File: config.mk
export PLATFORM = sky130hd
export DESIGN_NAME = irqv_ctrl
export DESIGN_NICKNAME = d
export VERILOG_FILES = /design/src/rtl/irqv_pkg.sv /design/src/rtl/irqv_ext_src.sv /design/src/rtl/irqv_pulse_latch.sv /design/src/rtl/irqv_prio.sv /design/src/rtl/irqv_service.sv /design/src/rtl/irqv_ctrl.sv
export SDC_FILE = /design/constraint.sdc
export NUM_CORES = 1
export LEC_CHECK = 0
export ABC_AREA = 1
export BUFFER_PORTS_ARGS = -buffer_cell sky130_fd_sc_hd__buf_2
export CAP_MARGIN = 20
export CORE_MARGIN = 4
export CORE_UTILIZATION = 42
export CTS_BUF_LIST = sky130_fd_sc_hd__clkbuf_2
export CTS_CLUSTER_SIZE = 12
export DETAILED_ROUTE_END_ITERATION = 6
export PLACE_DENSITY_LB_ADDON = 0.25
export SETUP_SLACK_MARGIN = 0.05
export SYNTH_ARGS = -nofsm -noshare
export SYNTH_HDL_FRONTEND = slang
export SYNTH_SLANG_ARGS = --single-unit
File: constraint.sdc
create_clock -name clk -period 1.57 [get_ports clk]
set_input_delay 0.0785 -clock clk [delete_from_list [all_inputs] [get_ports clk]]
set_output_delay 0.0785 -clock clk [all_outputs]
set_load 0.03 [all_outputs]
File: src/rtl/irqv_pkg.sv
package irqv_pkg;
  localparam int unsigned NSRC  = 5;
  localparam int unsigned SRC_W = 3;

  typedef enum logic [SRC_W-1:0] {
    SRC_INT0 = 3'd0,
    SRC_TMR0 = 3'd1,
    SRC_INT1 = 3'd2,
    SRC_TMR1 = 3'd3,
    SRC_SER  = 3'd4
  } irq_src_e;

  // Vector address of a source index: fixed base plus equal spacing.
  function automatic logic [31:0] vec_of(input logic [SRC_W-1:0] idx,
                                         input int unsigned base,
                                         input int unsigned stride);
    return 32'(base) + 32'(idx) * 32'(stride);
  endfunction
endpackage

File: src/rtl/irqv_ext_src.sv
module irqv_ext_src (
  input  logic clk,
  input  logic rst_n,
  input  logic pin,
  input  logic edge_mode,
  input  logic clr,
  output logic req,
  output logic rose,
  output logic pend
);
  logic pin_q;

  assign rose = pin & ~pin_q;

  always_ff @(posedge clk or negedge rst_n) begin
    if (!rst_n) begin
      pin_q <= 1'b0;
      pend  <= 1'b0;
    end else begin
      pin_q <= pin;
      if (!edge_mode)  pend <= 1'b0;
      else if (rose)   pend <= 1'b1;
      else if (clr)    pend <= 1'b0;
    end
  end

  assign req = edge_mode ? pend : pin;
endmodule

File: src/rtl/irqv_pulse_latch.sv
module irqv_pulse_latch (
  input  logic clk,
  input  logic rst_n,
  input  logic pulse,
  input  logic clr,
  output logic pend
);
  always_ff @(posedge clk or negedge rst_n) begin
    if (!rst_n)      pend <= 1'b0;
    else if (pulse)  pend <= 1'b1;
    else if (clr)    pend <= 1'b0;
  end
endmodule

File: src/rtl/irqv_prio.sv
module irqv_prio #(
  parameter int unsigned N  = 5,
  parameter int unsigned IW = 3
) (
  input  logic [N-1:0]  req,
  output logic [N-1:0]  grant,
  output logic [IW-1:0] idx,
  output logic          any
);
  always_comb begin
    grant = '0;
    idx   = '0;
    for (int i = N - 1; i >= 0; i--) begin
      if (req[i]) begin
        grant    = '0;
        grant[i] = 1'b1;
        idx      = IW'(i);
      end
    end
  end
  assign any = |req;
endmodule

File: src/rtl/irqv_service.sv
module irqv_service (
  input  logic clk,
  input  logic rst_n,
  input  logic take,
  input  logic reti,
  output logic busy
);
  always_ff @(posedge clk or negedge rst_n) begin
    if (!rst_n)     busy <= 1'b0;
    else if (take)  busy <= 1'b1;
    else if (reti)  busy <= 1'b0;
  end
endmodule

File: src/rtl/irqv_ctrl.sv
module irqv_ctrl
  import irqv_pkg::*;
#(
  parameter int unsigned ADDR_W     = 16,
  parameter int unsigned VEC_BASE   = 3,
  parameter int unsigned VEC_STRIDE = 8,
  parameter int unsigned RESET_VEC  = 0
) (
  input  logic              clk,
  input  logic              rst_n,
  input  logic [1:0]        ext_req,
  input  logic [1:0]        ext_edge_mode,
  input  logic [1:0]        tmr_ovf,
  input  logic              ser_rx_req,
  input  logic              ser_tx_req,
  input  logic [NSRC-1:0]   src_en,
  input  logic              glob_en,
  input  logic              ack,
  input  logic              reti,
  output logic              irq_valid,
  output logic [ADDR_W-1:0] vec_addr,
  output logic [SRC_W-1:0]  irq_src,
  output logic              in_service
);
  localparam int unsigned NPAIR = 2;

  logic [NSRC-1:0]  raw_req;
  logic [NSRC-1:0]  elig;
  logic [NSRC-1:0]  grant;
  logic [NSRC-1:0]  clr;
  logic [NPAIR-1:0] ext_rose;
  logic [NPAIR-1:0] ext_pend;
  logic [SRC_W-1:0] win_idx;
  logic             any_elig;
  logic             take;

  // Sources alternate external / timer: INT0, TMR0, INT1, TMR1.
  for (genvar g = 0; g < NPAIR; g++) begin : g_pair
    irqv_ext_src u_ext (
      .clk       (clk),
      .rst_n     (rst_n),
      .pin       (ext_req[g]),
      .edge_mode (ext_edge_mode[g]),
      .clr       (clr[2*g]),
      .req       (raw_req[2*g]),
      .rose      (ext_rose[g]),
      .pend      (ext_pend[g])
    );
    irqv_pulse_latch u_tmr (
      .clk   (clk),
      .rst_n (rst_n),
      .pulse (tmr_ovf[g]),
      .clr   (clr[2*g+1]),
      .pend  (raw_req[2*g+1])
    );
  end

  // Serial flags are owned by the serial logic and never cleared here.
  assign raw_req[SRC_SER] = ser_rx_req | ser_tx_req;

  assign elig = raw_req & src_en;

  irqv_prio #(.N(NSRC), .IW(SRC_W)) u_prio (
    .req   (elig),
    .grant (grant),
    .idx   (win_idx),
    .any   (any_elig)
  );

  assign irq_valid = any_elig & glob_en & ~in_service;
  assign take      = irq_valid & ack;
  assign clr       = take ? grant : '0;
  assign irq_src   = win_idx;
  assign vec_addr  = irq_valid ? ADDR_W'(vec_of(win_idx, VEC_BASE, VEC_STRIDE))
                               : ADDR_W'(RESET_VEC);

  irqv_service u_svc (
    .clk   (clk),
    .rst_n (rst_n),
    .take  (take),
    .reti  (reti),
    .busy  (in_service)
  );
endmodule

# ---- After elaboration in Yosys (flattened, before gate mapping)
# Index checks and enable logic that the tools add are counted.
dict set report classes {
  addsub 1
  mul 0
  div 0
  order_cmp 0
  eq_ne 2
  n_shift 0
  n_mux 25
  bitwise 10
  n_reduce_logical 4
}
# cell n
set ops {}
lappend ops {{4-bit two-way mux} 5}
lappend ops {{3-bit two-way mux} 5}
lappend ops {{1-bit two-way mux} 14}
lappend ops {{2-bit by 6-bit adder with 7-bit output (first input constant)} 1}
lappend ops {{7-bit two-way mux} 1}
lappend ops {{3-bit by 1-bit inequality test with 1-bit output (second input constant)} 2}
lappend ops {{2-bit nonzero test} 3}
lappend ops {{1-bit bitwise AND} 5}
lappend ops {{5-bit bitwise AND} 1}
lappend ops {{5-bit OR reduction} 1}
lappend ops {{1-bit inverter} 3}
lappend ops {{1-bit bitwise OR} 1}
dict set report word_totals {
  regBits 7
  latchBits 0
  mem_bits_rw 0
  mem_bits_ro 0
  output_inout_bits 21
  word_cells 49
  mem_count 0
}

# ---- Logic depth before layout (Yosys ltp)
dict set report logic_depth {
  word_depth 10
  ltp_mapped 10
}

# ---- Cells and area by module
# A second synthesis with hierarchy kept.
dict set report hier_totals {
  cells_unflattened 100
  hier_area_um2 611.8
}
# mod n_inst cells_per_inst area_per_inst_um2
set by_module_without_submodules {}
lappend by_module_without_submodules {irqv_ctrl 1 42 220.2}
lappend by_module_without_submodules {irqv_ext_src 2 12 92.6}
lappend by_module_without_submodules {irqv_prio 1 19 86.3}
lappend by_module_without_submodules {irqv_pulse_latch 2 5 40.0}
lappend by_module_without_submodules {irqv_service 1 5 40.0}

# ---- Worst setup path before layout
# Ideal clock, no wire load.
dict set report synth_path {
  path_type {reg-to-output}
  startpoint {register u_svc.busy}
  endpoint {output port vec_addr[5]}
  t_arrival_ps 1644
  required_ps 1492
  setup_slack_ps -153
  path_stages_with_launch 4
  path_cell_list {dfrtp_1 > inv_2 > nand2_1 > nor4_1}
}
dict set report synth_via {
  elab_chain_cells 3
}
# element line
set synth_lines {}
lappend synth_lines {{start: declaration} irqv_service.sv:6} ;# output logic busy
lappend synth_lines {{start signal: assignment} irqv_service.sv:9} ;# if (!rst_n) busy <= 1'b0;
lappend synth_lines {{start signal: assignment} irqv_service.sv:10} ;# else if (take) busy <= 1'b1;
lappend synth_lines {{start signal: assignment} irqv_service.sv:11} ;# else if (reti) busy <= 1'b0;
lappend synth_lines {{1-bit inverter} irqv_ctrl.sv:70} ;# assign irq_valid = any_elig & glob_en & ~in_service;
lappend synth_lines {{1-bit bitwise AND} irqv_ctrl.sv:70}
lappend synth_lines {{7-bit two-way mux} irqv_ctrl.sv:74} ;# assign vec_addr = irq_valid ? ADDR_W'(vec_of(win_idx, VEC_BASE, VEC_STRIDE))
lappend synth_lines {{end: declaration} irqv_ctrl.sv:21} ;# output logic [ADDR_W-1:0] vec_addr,
# Every way passes these cells.

# ---- Worst setup path after layout
dict set report layout_path {
  startpoint {register g_pair[1].u_ext.pend}
  endpoint {output port irq_valid}
}
dict set report layout_via {
  elab_chain_cells 5
}
# element line
set layout_lines {}
lappend layout_lines {{start: declaration} irqv_ext_src.sv:9} ;# output logic pend
lappend layout_lines {{start signal: assignment} irqv_ext_src.sv:18} ;# pend <= 1'b0;
lappend layout_lines {{start signal: assignment} irqv_ext_src.sv:21} ;# if (!edge_mode) pend <= 1'b0;
lappend layout_lines {{start signal: assignment} irqv_ext_src.sv:22} ;# else if (rose) pend <= 1'b1;
lappend layout_lines {{1-bit two-way mux} irqv_ext_src.sv:27} ;# assign req = edge_mode ? pend : pin;
lappend layout_lines {{5-bit bitwise AND} irqv_ctrl.sv:61} ;# assign elig = raw_req & src_en;
lappend layout_lines {{5-bit OR reduction} irqv_prio.sv:21} ;# assign any = |req;
lappend layout_lines {{1-bit bitwise AND (2 in series)} irqv_ctrl.sv:70}
lappend layout_lines {{end: declaration} irqv_ctrl.sv:20} ;# output logic irq_valid,
# Every way passes these cells.

==> summary.md <==
| Metric | Value |
|---|---|
| Clock latency on the worst-skew pair | approximately 0.22 ns |
| Worst hold path startpoint | reti |
| WP data arrival | 1.36 ns |
| Hold Path Class | primary input to register |
| Seq/Total Area, Yosys | a little over 30% |
| Worst Path Max Fanout | 5 |
| Syn Std Cell Area | 565.5 um2 |
| Reg-to-reg critical path startpoint | g_pair[1].u_ext.pend$_DFFE_PN0P_ |
| RSZ-0062 raised after global routing | yes |
| CP Launch Type | register |
| Initial DRC count | 8 |
| Die area | around 2000 um2 |
| Syn_area_per_cell | 7.541 um2 |
| Initial antenna violation count | 0 |
| Total power | 580.1 uW |
| DPL Wire Length | 1.022 mm |
| Reg clk slew, reported paths | 0.07 ns |
| CTS tree | built |
| Post-place setup slack | 0.3163 ns |
| Period utilization | 91.41% |
| Most common cell after layout, fill and taps aside | buf_2 |
| Register area | 175.2 um2 |
| CTS Buffer Depth | 2 |
| Number of global-route vias before repair | 445 |
| Final GP Congestion | 0.6721 |
| Setup tns final | 0 ns |
| Clk sinks | 7 |
| Synthesized netlist cell count | 75 |
| Largest net degree at the start of global routing | 8 |
| Final Worst Setup Slack | 0.1349 ns |
| Starting Density | a little under half |
| FMAX | 696.8 MHz |
| Synth Register Bits | 7 |
| GR Overflow Total | 0 |
| Leading area contributor after synthesis | dfrtp_1 |
| Final Hold Viols | 0 |
| Total CTS buffers | 3 |
| # diodes | 0 |
| Vias | 546 |
| Synth top area share | 30.97% |
| Post-synth EDFFs | 0 |
| Die W | 44.70 um |
| Worst Setup SP | g_pair[1].u_ext.pend$_DFFE_PN0P_ |
| Kind of critical path | register to primary output |
| Layout cell share with drive strength beyond 1 | 48.65% |
| Clk root buf | clkbuf_2 |
| Most used flip-flop cell after synthesis | dfrtp_1 |
| VDD IR max | 0.4768 mV |
| Post-Layout Cell Count | 125 |
| Commonest non-fill, non-tap cells in the layout | 23 x buf_2, 16 x nand2_1, 11 x conb_1, 8 x inv_1, 7 x dfrtp_1 |
| Slew Limit Fails | 0 |
| Synth warn | 0 |
| Yosys cell types | 19 |
| Status | finished, final reports clean |
| Multi-input logic area | 312.8 um2 |
| Nets | 130 |
| Cells after DPL | 113 |
| Synth-to-Final Area Change | 40.49% |
| Die Ht | approximately 45 um |
| Gr usage total | ~12% |
| Placeable core area | 1186 um2 |
| Setup violators final | 0 |
| Crit path capture type | primary output |
| Worst Skew | 0.002529 ns |
| Avg WL per Cell | around 9.6 um |
| Port bufs | 27 |
| Pwr Density | 730.2 nW/um2 |
| Antenna-violating nets left | 0 |
| Drc violations | 0 |
| Vias/cell | roughly 4.4 |
| Max-cap viol count | 0 |
| Detailed Route WL | 1.201 mm |
| I/O pin count | 39 |
| LEAKAGE | about 0.00047 uW |
| FILL cells | 117 |
| Rows | 12 |
| Worst EP required | 1.49 ns |
| Synth top area cells | dfrtp_1 31%, buf_4 17%, nand2_1 13% |
| H-tree levels | 1 |
| Fin Hold WS | 0.02622 ns |
| Tmin final | ~1.4 ns |
| Synth async-reset ratio | 100.0% |
| Pre-antenna DRT Iters | 4 |
| First-pass GRT wire length | approximately 1.8 mm |
registers in the layout, indices dropped and copies added (netlist names):
signal and flops:
u_svc.busy 1, g_pair.u_ext.pend 2, g_pair.u_tmr.pend 2, g_pair.u_ext.pin_q 2
what timing repair did:
| item | CTS | global route |
|---|---|---|
| hold endpoints to repair | 9 | 0 |
| buffers inserted | 0 | 5 |
| setup endpoints to repair | 0 | 5 |
| resized for setup | 0 | 17 |
| hold buffers | 3 | 0 |
per-stage QoR:
step / instance area [um2] / util [%]
5_1_grt: 794.5 / 66.98
4_1_cts: 714.4 / 60.23
3_3_place_gp: 664.4 / 56.01
6_report: 794.5 / 66.98
3_5_place_dp: 664.4 / 56.01
2_1_floorplan: 609.3 / -
Yosys cell counts (all sizes together), types with 2 or more instances:
master and number:
nor3 2, nand4 4, a21oi 2, nand2 23, buf 13, dfrtp 7, o21ai 2, inv 11
nor2 4, nand3b 2
layout make-up:
class	count	share of cell area, %
tap	14	2.205
clock inverter	1	0.6299
multi-input combinational	54	39.37
inverter	11	5.197
clock buffer	3	1.890
timing repair buffer	35	28.66
sequential	7	22.05
cell families after synthesis:
group / Yosys count / share of synthesized area, %
simple gates: 39 / 36.28
buf+inv: 24 / 24.56
flops: 7 / 30.97
compound gates: 4 / 7.524
other cells: 1 / 0.6631
critical path, stage by stage (launching register included):
cell and delay (ns):
dfrtp_1 0.38, nand2_2 0.08, nand2_4 0.07, a21oi_4 0.20, nand3_4 0.11, and2_4 0.17
buf_6 0.13
path summary, 6_finish.rpt:
| path | end | slack [ns] | cells past startpoint |
|---|---|---|---|
| worst max-delay path | irq_valid | 0.13 | 6 |
| worst min-delay path | u_svc.busy$_DFFE_PN0P_ | 0.03 | 2 |
| max in group asynchronous | g_pair[1].u_ext.pin_q$_DFF_PN0_ | 1.22 | 2 |
| min in group asynchronous | g_pair[0].u_tmr.pend$_DFFE_PN0P_ | 0.20 | 2 |
| worst min register to register | g_pair[0].u_tmr.pend$_DFFE_PN0P_ | 0.48 | 2 |
| worst max register to register | u_svc.busy$_DFFE_PN0P_ | 0.24 | 8 |
per-layer routing:
| metal | part of all wire [%] | vias to the layer above | track usage [%] |
|---|---|---|---|
| li1 | - | 283 | - |
| met1 | 40 | 237 | 15.27 |
| met2 | 51 | 24 | 20.63 |
| met3 | 7.8 | 2 | 1.594 |
| met4 | 0.67 | 0 | 6.627 |
| met5 | 0 | - | 0 |
power breakdown:
| group | internal (uW) | switching, uW |
|---|---|---|
| combinational | 95.2 | 168 |
| sequential | 192 | 4.94 |
| clock | 57.8 | 62.1 |
Power figures use the tool's default switching activity.
